**src/rtl/sdram_col_pkg.sv**
```systemverilog
package sdram_col_pkg;

    typedef enum logic [1:0] {
        ST_IDLE  = 2'd0,
        ST_BURST = 2'd1,
        ST_PAGE  = 2'd2
    } seq_state_t;

    typedef struct packed {
        logic       wr_single;
        logic [2:0] lat_code;
        logic       interleave;
        logic [2:0] len_code;
    } mode_t;

    localparam logic [2:0] LEN_CODE_FULL = 3'b111;
    localparam logic [2:0] LAT_CODE_3    = 3'b011;

endpackage

```
**src/rtl/sdram_cmd_decode.sv**
```systemverilog
module sdram_cmd_decode (
    input  logic cke,
    input  logic cs_n,
    input  logic ras_n,
    input  logic cas_n,
    input  logic we_n,
    output logic do_mrs,
    output logic do_rd,
    output logic do_wr,
    output logic do_bst
);
    logic live;

    assign live   = cke & ~cs_n;
    assign do_mrs = live & ~ras_n & ~cas_n & ~we_n;
    assign do_rd  = live &  ras_n & ~cas_n &  we_n;
    assign do_wr  = live &  ras_n & ~cas_n & ~we_n;
    assign do_bst = live &  ras_n &  cas_n & ~we_n;

endmodule

```
**src/rtl/sdram_mode_reg.sv**
```systemverilog
module sdram_mode_reg
    import sdram_col_pkg::*;
#(
    parameter int COL_W = 11
) (
    input  logic             clk,
    input  logic             rst_n,
    input  logic             load,
    input  logic [2:0]       len_key,
    input  logic             ilv_key,
    input  logic [2:0]       lat_key,
    input  logic             wsingle_key,
    output mode_t            mode,
    output logic [COL_W-1:0] len_mask,
    output logic             full_page,
    output logic [1:0]       cas_lat
);
    mode_t mode_q;

    always_ff @(posedge clk or negedge rst_n) begin
        if (!rst_n) begin
            mode_q <= '{wr_single: 1'b0, lat_code: 3'b010, interleave: 1'b0, len_code: 3'b000};
        end else if (load) begin
            mode_q <= '{wr_single: wsingle_key, lat_code: lat_key,
                        interleave: ilv_key, len_code: len_key};
        end
    end

    always_comb begin
        full_page = (mode_q.len_code == LEN_CODE_FULL);
        case (mode_q.len_code)
            3'b001:  len_mask = COL_W'(1);
            3'b010:  len_mask = COL_W'(3);
            3'b011:  len_mask = COL_W'(7);
            3'b111:  len_mask = '1;
            default: len_mask = '0;
        endcase
    end

    assign mode    = mode_q;
    assign cas_lat = (mode_q.lat_code == LAT_CODE_3) ? 2'd3 : 2'd2;

endmodule

```
**src/rtl/sdram_col_gen.sv**
```systemverilog
module sdram_col_gen #(
    parameter int COL_W = 11
) (
    input  logic [COL_W-1:0] start,
    input  logic [COL_W-1:0] beat,
    input  logic [COL_W-1:0] mask,
    input  logic             ilv,
    output logic [COL_W-1:0] col
);
    logic [COL_W-1:0] step;

    always_comb begin
        step = ilv ? (start ^ beat) : (start + beat);
        col  = (start & ~mask) | (step & mask);
    end

endmodule

```
**src/rtl/sdram_col_seq.sv**
```systemverilog
module sdram_col_seq
    import sdram_col_pkg::*;
#(
    parameter int ADDR_W = 13,
    parameter int COL_W  = 11,
    parameter int BANK_W = 2
) (
    input  logic              clk,
    input  logic              rst_n,
    input  logic              cke,
    input  logic              cs_n,
    input  logic              ras_n,
    input  logic              cas_n,
    input  logic              we_n,
    input  logic [BANK_W-1:0] ba,
    input  logic [ADDR_W-1:0] addr,
    output logic [COL_W-1:0]  col_out,
    output logic [BANK_W-1:0] bank_out,
    output logic              burst_act,
    output logic              burst_last,
    output logic [1:0]        cas_lat
);
    localparam int AP_BIT = COL_W - 1;

    logic do_mrs, do_rd, do_wr, do_bst, new_cmd;
    logic single_wr, sel_full;
    logic [COL_W-1:0] col_in, sel_mask, len_mask;
    logic full_page;
    mode_t mode;

    seq_state_t state_q, state_d;
    logic [COL_W-1:0]  start_q, beat_q, mask_q;
    logic [BANK_W-1:0] bank_q;
    logic              ilv_q;

    logic unused_addr;
    assign unused_addr = ^{addr[ADDR_W-1:AP_BIT+2], addr[AP_BIT]};

    sdram_cmd_decode u_dec (
        .cke(cke), .cs_n(cs_n), .ras_n(ras_n), .cas_n(cas_n), .we_n(we_n),
        .do_mrs(do_mrs), .do_rd(do_rd), .do_wr(do_wr), .do_bst(do_bst)
    );

    sdram_mode_reg #(.COL_W(COL_W)) u_mode (
        .clk(clk), .rst_n(rst_n),
        .load(do_mrs && state_q == ST_IDLE),
        .len_key(addr[2:0]), .ilv_key(addr[3]), .lat_key(addr[6:4]),
        .wsingle_key(addr[9]),
        .mode(mode), .len_mask(len_mask), .full_page(full_page), .cas_lat(cas_lat)
    );

    sdram_col_gen #(.COL_W(COL_W)) u_gen (
        .start(start_q), .beat(beat_q), .mask(mask_q), .ilv(ilv_q), .col(col_out)
    );

    assign new_cmd   = do_rd | do_wr;
    assign col_in    = {addr[AP_BIT+1], addr[AP_BIT-1:0]};
    assign single_wr = do_wr & mode.wr_single;
    assign sel_full  = full_page & ~single_wr;
    assign sel_mask  = single_wr ? '0 : len_mask;

    always_comb begin
        state_d = state_q;
        if (new_cmd) begin
            state_d = sel_full ? ST_PAGE : ST_BURST;
        end else if (do_bst) begin
            state_d = ST_IDLE;
        end else begin
            unique case (state_q)
                ST_IDLE:  state_d = ST_IDLE;
                ST_BURST: if (beat_q == mask_q) state_d = ST_IDLE;
                ST_PAGE:  state_d = ST_PAGE;
                default:  state_d = ST_IDLE;
            endcase
        end
    end

    always_ff @(posedge clk or negedge rst_n) begin
        if (!rst_n)   state_q <= ST_IDLE;
        else if (cke) state_q <= state_d;
    end

    always_ff @(posedge clk or negedge rst_n) begin
        if (!rst_n) begin
            start_q <= '0;
            beat_q  <= '0;
            mask_q  <= '0;
            bank_q  <= '0;
            ilv_q   <= 1'b0;
        end else if (cke) begin
            if (new_cmd) begin
                start_q <= col_in;
                bank_q  <= ba;
                beat_q  <= '0;
                mask_q  <= sel_mask;
                ilv_q   <= mode.interleave & ~sel_full;
            end else if (state_q != ST_IDLE) begin
                beat_q <= beat_q + COL_W'(1);
            end
        end
    end

    assign bank_out   = bank_q;
    assign burst_act  = (state_q != ST_IDLE);
    assign burst_last = (state_q == ST_BURST) && (beat_q == mask_q);

    assert_start_beat_R4: assert property (@(posedge clk) disable iff (!rst_n)
        new_cmd |=> (burst_act && col_out == $past(col_in) && bank_out == $past(ba)));

    assert_seq_step_R5: assert property (@(posedge clk) disable iff (!rst_n)
        (cke && state_q == ST_BURST && !ilv_q && !new_cmd && !do_bst && !burst_last)
        |=> ((col_out & $past(mask_q)) == (($past(col_out) + COL_W'(1)) & $past(mask_q))));

    assert_end_of_burst_R7: assert property (@(posedge clk) disable iff (!rst_n)
        (cke && burst_last && !new_cmd) |=> !burst_act);

    assert_cke_hold_R11: assert property (@(posedge clk) disable iff (!rst_n)
        !cke |=> ($stable(col_out) && $stable(bank_out) && $stable(burst_act) && $stable(burst_last)));

    assert_mrs_blocked_R12: assert property (@(posedge clk) disable iff (!rst_n)
        (do_mrs && state_q != ST_IDLE) |=> $stable(cas_lat));

endmodule

```
**config.mk**
```make
export PLATFORM = sky130hd
export DESIGN_NAME = sdram_col_seq
export DESIGN_NICKNAME = d
export VERILOG_FILES = /design/src/rtl/sdram_col_pkg.sv /design/src/rtl/sdram_cmd_decode.sv /design/src/rtl/sdram_mode_reg.sv /design/src/rtl/sdram_col_gen.sv /design/src/rtl/sdram_col_seq.sv
export SDC_FILE = /design/constraint.sdc
export NUM_CORES = 1
export LEC_CHECK = 0
export BUFFER_PORTS_ARGS = -buffer_cell sky130_fd_sc_hd__buf_2
export CAP_MARGIN = 20
export CORE_ASPECT_RATIO = 2
export CORE_UTILIZATION = 35
export DETAILED_ROUTE_END_ITERATION = 8
export GPL_ROUTABILITY_DRIVEN = 0
export GPL_TIMING_DRIVEN = 0
export PLACE_DENSITY = 0.61
export SKIP_LAST_GASP = 1
export SYNTH_ARGS = -nofsm -noshare
export SYNTH_HDL_FRONTEND = slang
export SYNTH_SLANG_ARGS = --single-unit
```
**constraint.sdc**
```tcl
create_clock -name clk -period 2.71 [get_ports clk]
set_clock_uncertainty 0.1 [all_clocks]
set_input_delay 0.271 -clock clk [delete_from_list [all_inputs] [get_ports clk]]
set_output_delay 0.271 -clock clk [all_outputs]
set_load 0.05 [all_outputs]
```
==> impl_metrics.ini <==
[sta]
finalSetupViolations = 0
rsz0062_at_grt = true
drv_slew = 0
period_needed_ps = 2700
holdWs_ps = -6.08
hold_violations = 7
worstMarginPinSlew_ps = 867
fin_crit_sh_pct = 99.8
slew_headroom_pct = 42.2
max_freq_mhz = 370

[detailed_routing]
ant_nets = 0
route.met2.wl_mm = 3.51
route.layer.met1.wl_mm = 2.40
vias_per_cell = 5.21
dr.max_layer_used = met4
drc_errors = 0
wire_per_inst_um = 15.2
dr_wl_met3_um = 140
drt_wl_total_mm = 6.30
vias = 2155
drtIter0Drc = 105
firstDrtPassIters = 6

[global_routing]
grt_use_total_pct = 19.1
gr-total-overflow = 0
grt_pass1_vias = 2149
antenna_found_initial = 0
grt_first_pass_wirelength_mm = 10.4
grt_max_degree = 40

[placed_design]
dpl-instance-area_um2 = 2750
io_buffer_count = 35
place_inst = 401
post-dp-hpwl_mm = 4.65

[floorplan]
start_util_pct = 36.6
die_x_um = 61.3
die_area_um2 = 7380
ios = 39
rows = 42
coreArea_um2 = 6730
fp.dieH_um = 121

[finish]
finish.utilization_pct = 46.0
drive_gt1_share_pct = 29.8
fin_area_um2 = 3090
finalNonFillerCells = 414
area_growth_pct = 25.8
diodes = 0
final_net_count = 359

[clocking]
clock_path_buffers = 2
clk_latency_ps = 280
htreeDepth = 2
cts_sinks = 39
clk_pin_slew_ps = 60
cts_root_buf = clkbuf_16
cts_tree = built
numCtsBuffers = 5

[yosys]
synth_nets = 312
synth_top_family_by_area = simple AND/OR/NAND/NOR gates
netlist_top_cells_area = dfrtp_1 39%, nand2_1 9.0%, ha_1 5.6%
synth_top_cell_by_area = dfrtp_1
yosys.area.top_type_share_pct = 38.7
async_flop_share_pct = 100
synth_fa_ha_area_share_pct = 6.82
syn_avg_cell_area_um2 = 8.84
ys_seq_area_share_pct = 39.7
netlist_instances = 278
synth-simple-area-share_pct = 27.1
ys_warn_count = 0
ys_types = 54
ys_ff_latch = 39
synth_xor_xnor_area_share_pct = 6.06
synth_edf_count = 0
muxShareOfSynthArea_pct = 5.50
synth_flop_cell = dfrtp_1
syn_area_um2 = 2460
synth_compound_area_share_pct = 10.9

[worst_setup_path]
cp_max_fo = 7
endpoint_kind = primary output
cp-start-kind = register
critPathSlowestCell = or4_1
crit_chain = ha_1, buf_2, nand4_1, nor3_1, or4_1, nand3_2, xnor2_2, buf_6
worstPathArrival_ps = 2330
crit_required_ps = 2340
critPathTopFamily = simple AND/OR/NAND/NOR gates
cpPeakStageDelay_ps = 520
crit_type = reg -> out
cp.buffers_inverters = 2

[power]
p_per_area_nw_per_um2 = 865
leakagePower_nw = 1.42
irDropWorstVdd_mv = 0.653

[flow_run]
drv_cap = 0

[status]
status = finished, violations left
violations = negative hold slack

[hold_path]
hold_path_class = in -> async
synth_stat cells, drive strengths merged, types with 2 or more instances:
master,count
nand2,59
dfrtp,38
nor2,22
nand3,13
o21ai,13
xnor2,13
mux2,12
ha,11
a21oi,10
buf,9
inv,8
nand3b,6
nand4,6
nor2b,4
nor3,4
nor4,4
xor2,4
a211oi,3
clkbuf,3
nand2b,3
and3,2
o211ai,2
o221ai,2
o31ai,2
or3,2
or4,2
power by group:
| group | switching [mW] | total (mW) | internal (mW) | leakage, nW |
|---|---|---|---|---|
| clock | 0.232 | 0.624 | 0.392 | 0.0772 |
| sequential | 0.160 | 0.895 | 0.735 | 0.495 |
| combinational | 0.685 | 1.16 | 0.470 | 0.846 |
sequential cells by signal (all words and copies together), names as in the netlist:
signal       flops
ilv_q            1
u_mode.mode      8
state_q          2
start_q         11
bank_out         2
mask_q           4
beat_q          11
metrics by stage:
step	setup WS [ps]	total power [mW]	TNS (ps)
2_1_floorplan	22.2	1.68	0
3_3_place_gp	-10.2	1.91	-10.2
3_5_place_dp	-12.6	1.93	-12.6
4_1_cts	-18.8	2.65	-37.4
5_1_grt	-81.4	2.83	-212
6_report	5.29	2.67	0
metal layers:
layer / vias to the layer above / GRT usage, %
met5: - / 0
met4: 0 / 9.52
met3: 17 / 3.64
met2: 49 / 33.2
met1: 1024 / 21.0
li1: 1065 / -
placed cells by master (no fill, tap or decap), types with 2 or more instances in the layout:
master,n
nand2_1,59
buf_2,35
dfrtp_1,33
nor2_1,22
nand3_1,12
o21ai_0,12
xnor2_1,12
mux2_2,11
inv_1,7
buf_4,7
a21oi_1,7
nand4_1,6
ha_1,6
ha_4,5
dfrtp_2,5
clkbuf_16,5
clkbuf_1,4
nand3b_1,4
xor2_1,4
nor4_1,4
nand2b_1,3
a21oi_2,3
a211oi_2,3
nor3_1,3
nor2b_1,3
buf_6,3
or3_1,2
o211ai_1,2
o221ai_1,2
or4_1,2
o31ai_1,2
and3_1,2
clkbuf_8,2
clkbuf_4,2
cell families (layout without fill, tap and decap cells):
logic type      Yosys count  after routing
buf+inv                  20             68
xor+xnor                 17             17
mux                      12             12
other cells               1              1
fa+ha+maj                13             13
flops                    39             39
simple gates            135            135
compound gates           41             41
area by class of cell:
class / count / area [um2]
repair buffers: 40 / 246
inverters: 8 / 30.0
fillers: 689 / 3630
clock buffers: 8 / 156
plain buffers: 12 / 60.1
multi-input cells: 219 / 1510
flip-flops and latches: 39 / 983
well taps: 88 / 110
what timing repair did:
| item | CTS | global route |
|---|---|---|
| hold buffers | 0 | 0 |
| hold endpoints to repair | 0 | 0 |
| cloned | 0 | 0 |
| pin swaps | 5 | 5 |
| buffers inserted | 2 | 3 |
| setup endpoints to repair | 5 | 7 |
| gates resized for setup | 27 | 7 |
final timing paths:
kind                            slack [ps]         from  cells after the start             end
max in group asynchronous             1910        rst_n                      1       beat_q[0]
min in group clk                        70     addr[11]                      3     start_q[10]
worst max register to register         840    beat_q[8]                      4      state_q[0]
worst min register to register         380  bank_out[0]                      2     bank_out[0]
worst max-delay path                     5    beat_q[6]                      8     col_out[10]
worst min-delay path                    -6        rst_n                      1  u_mode.mode[6]
No activity file was read; power rests on OpenSTA's default activity.
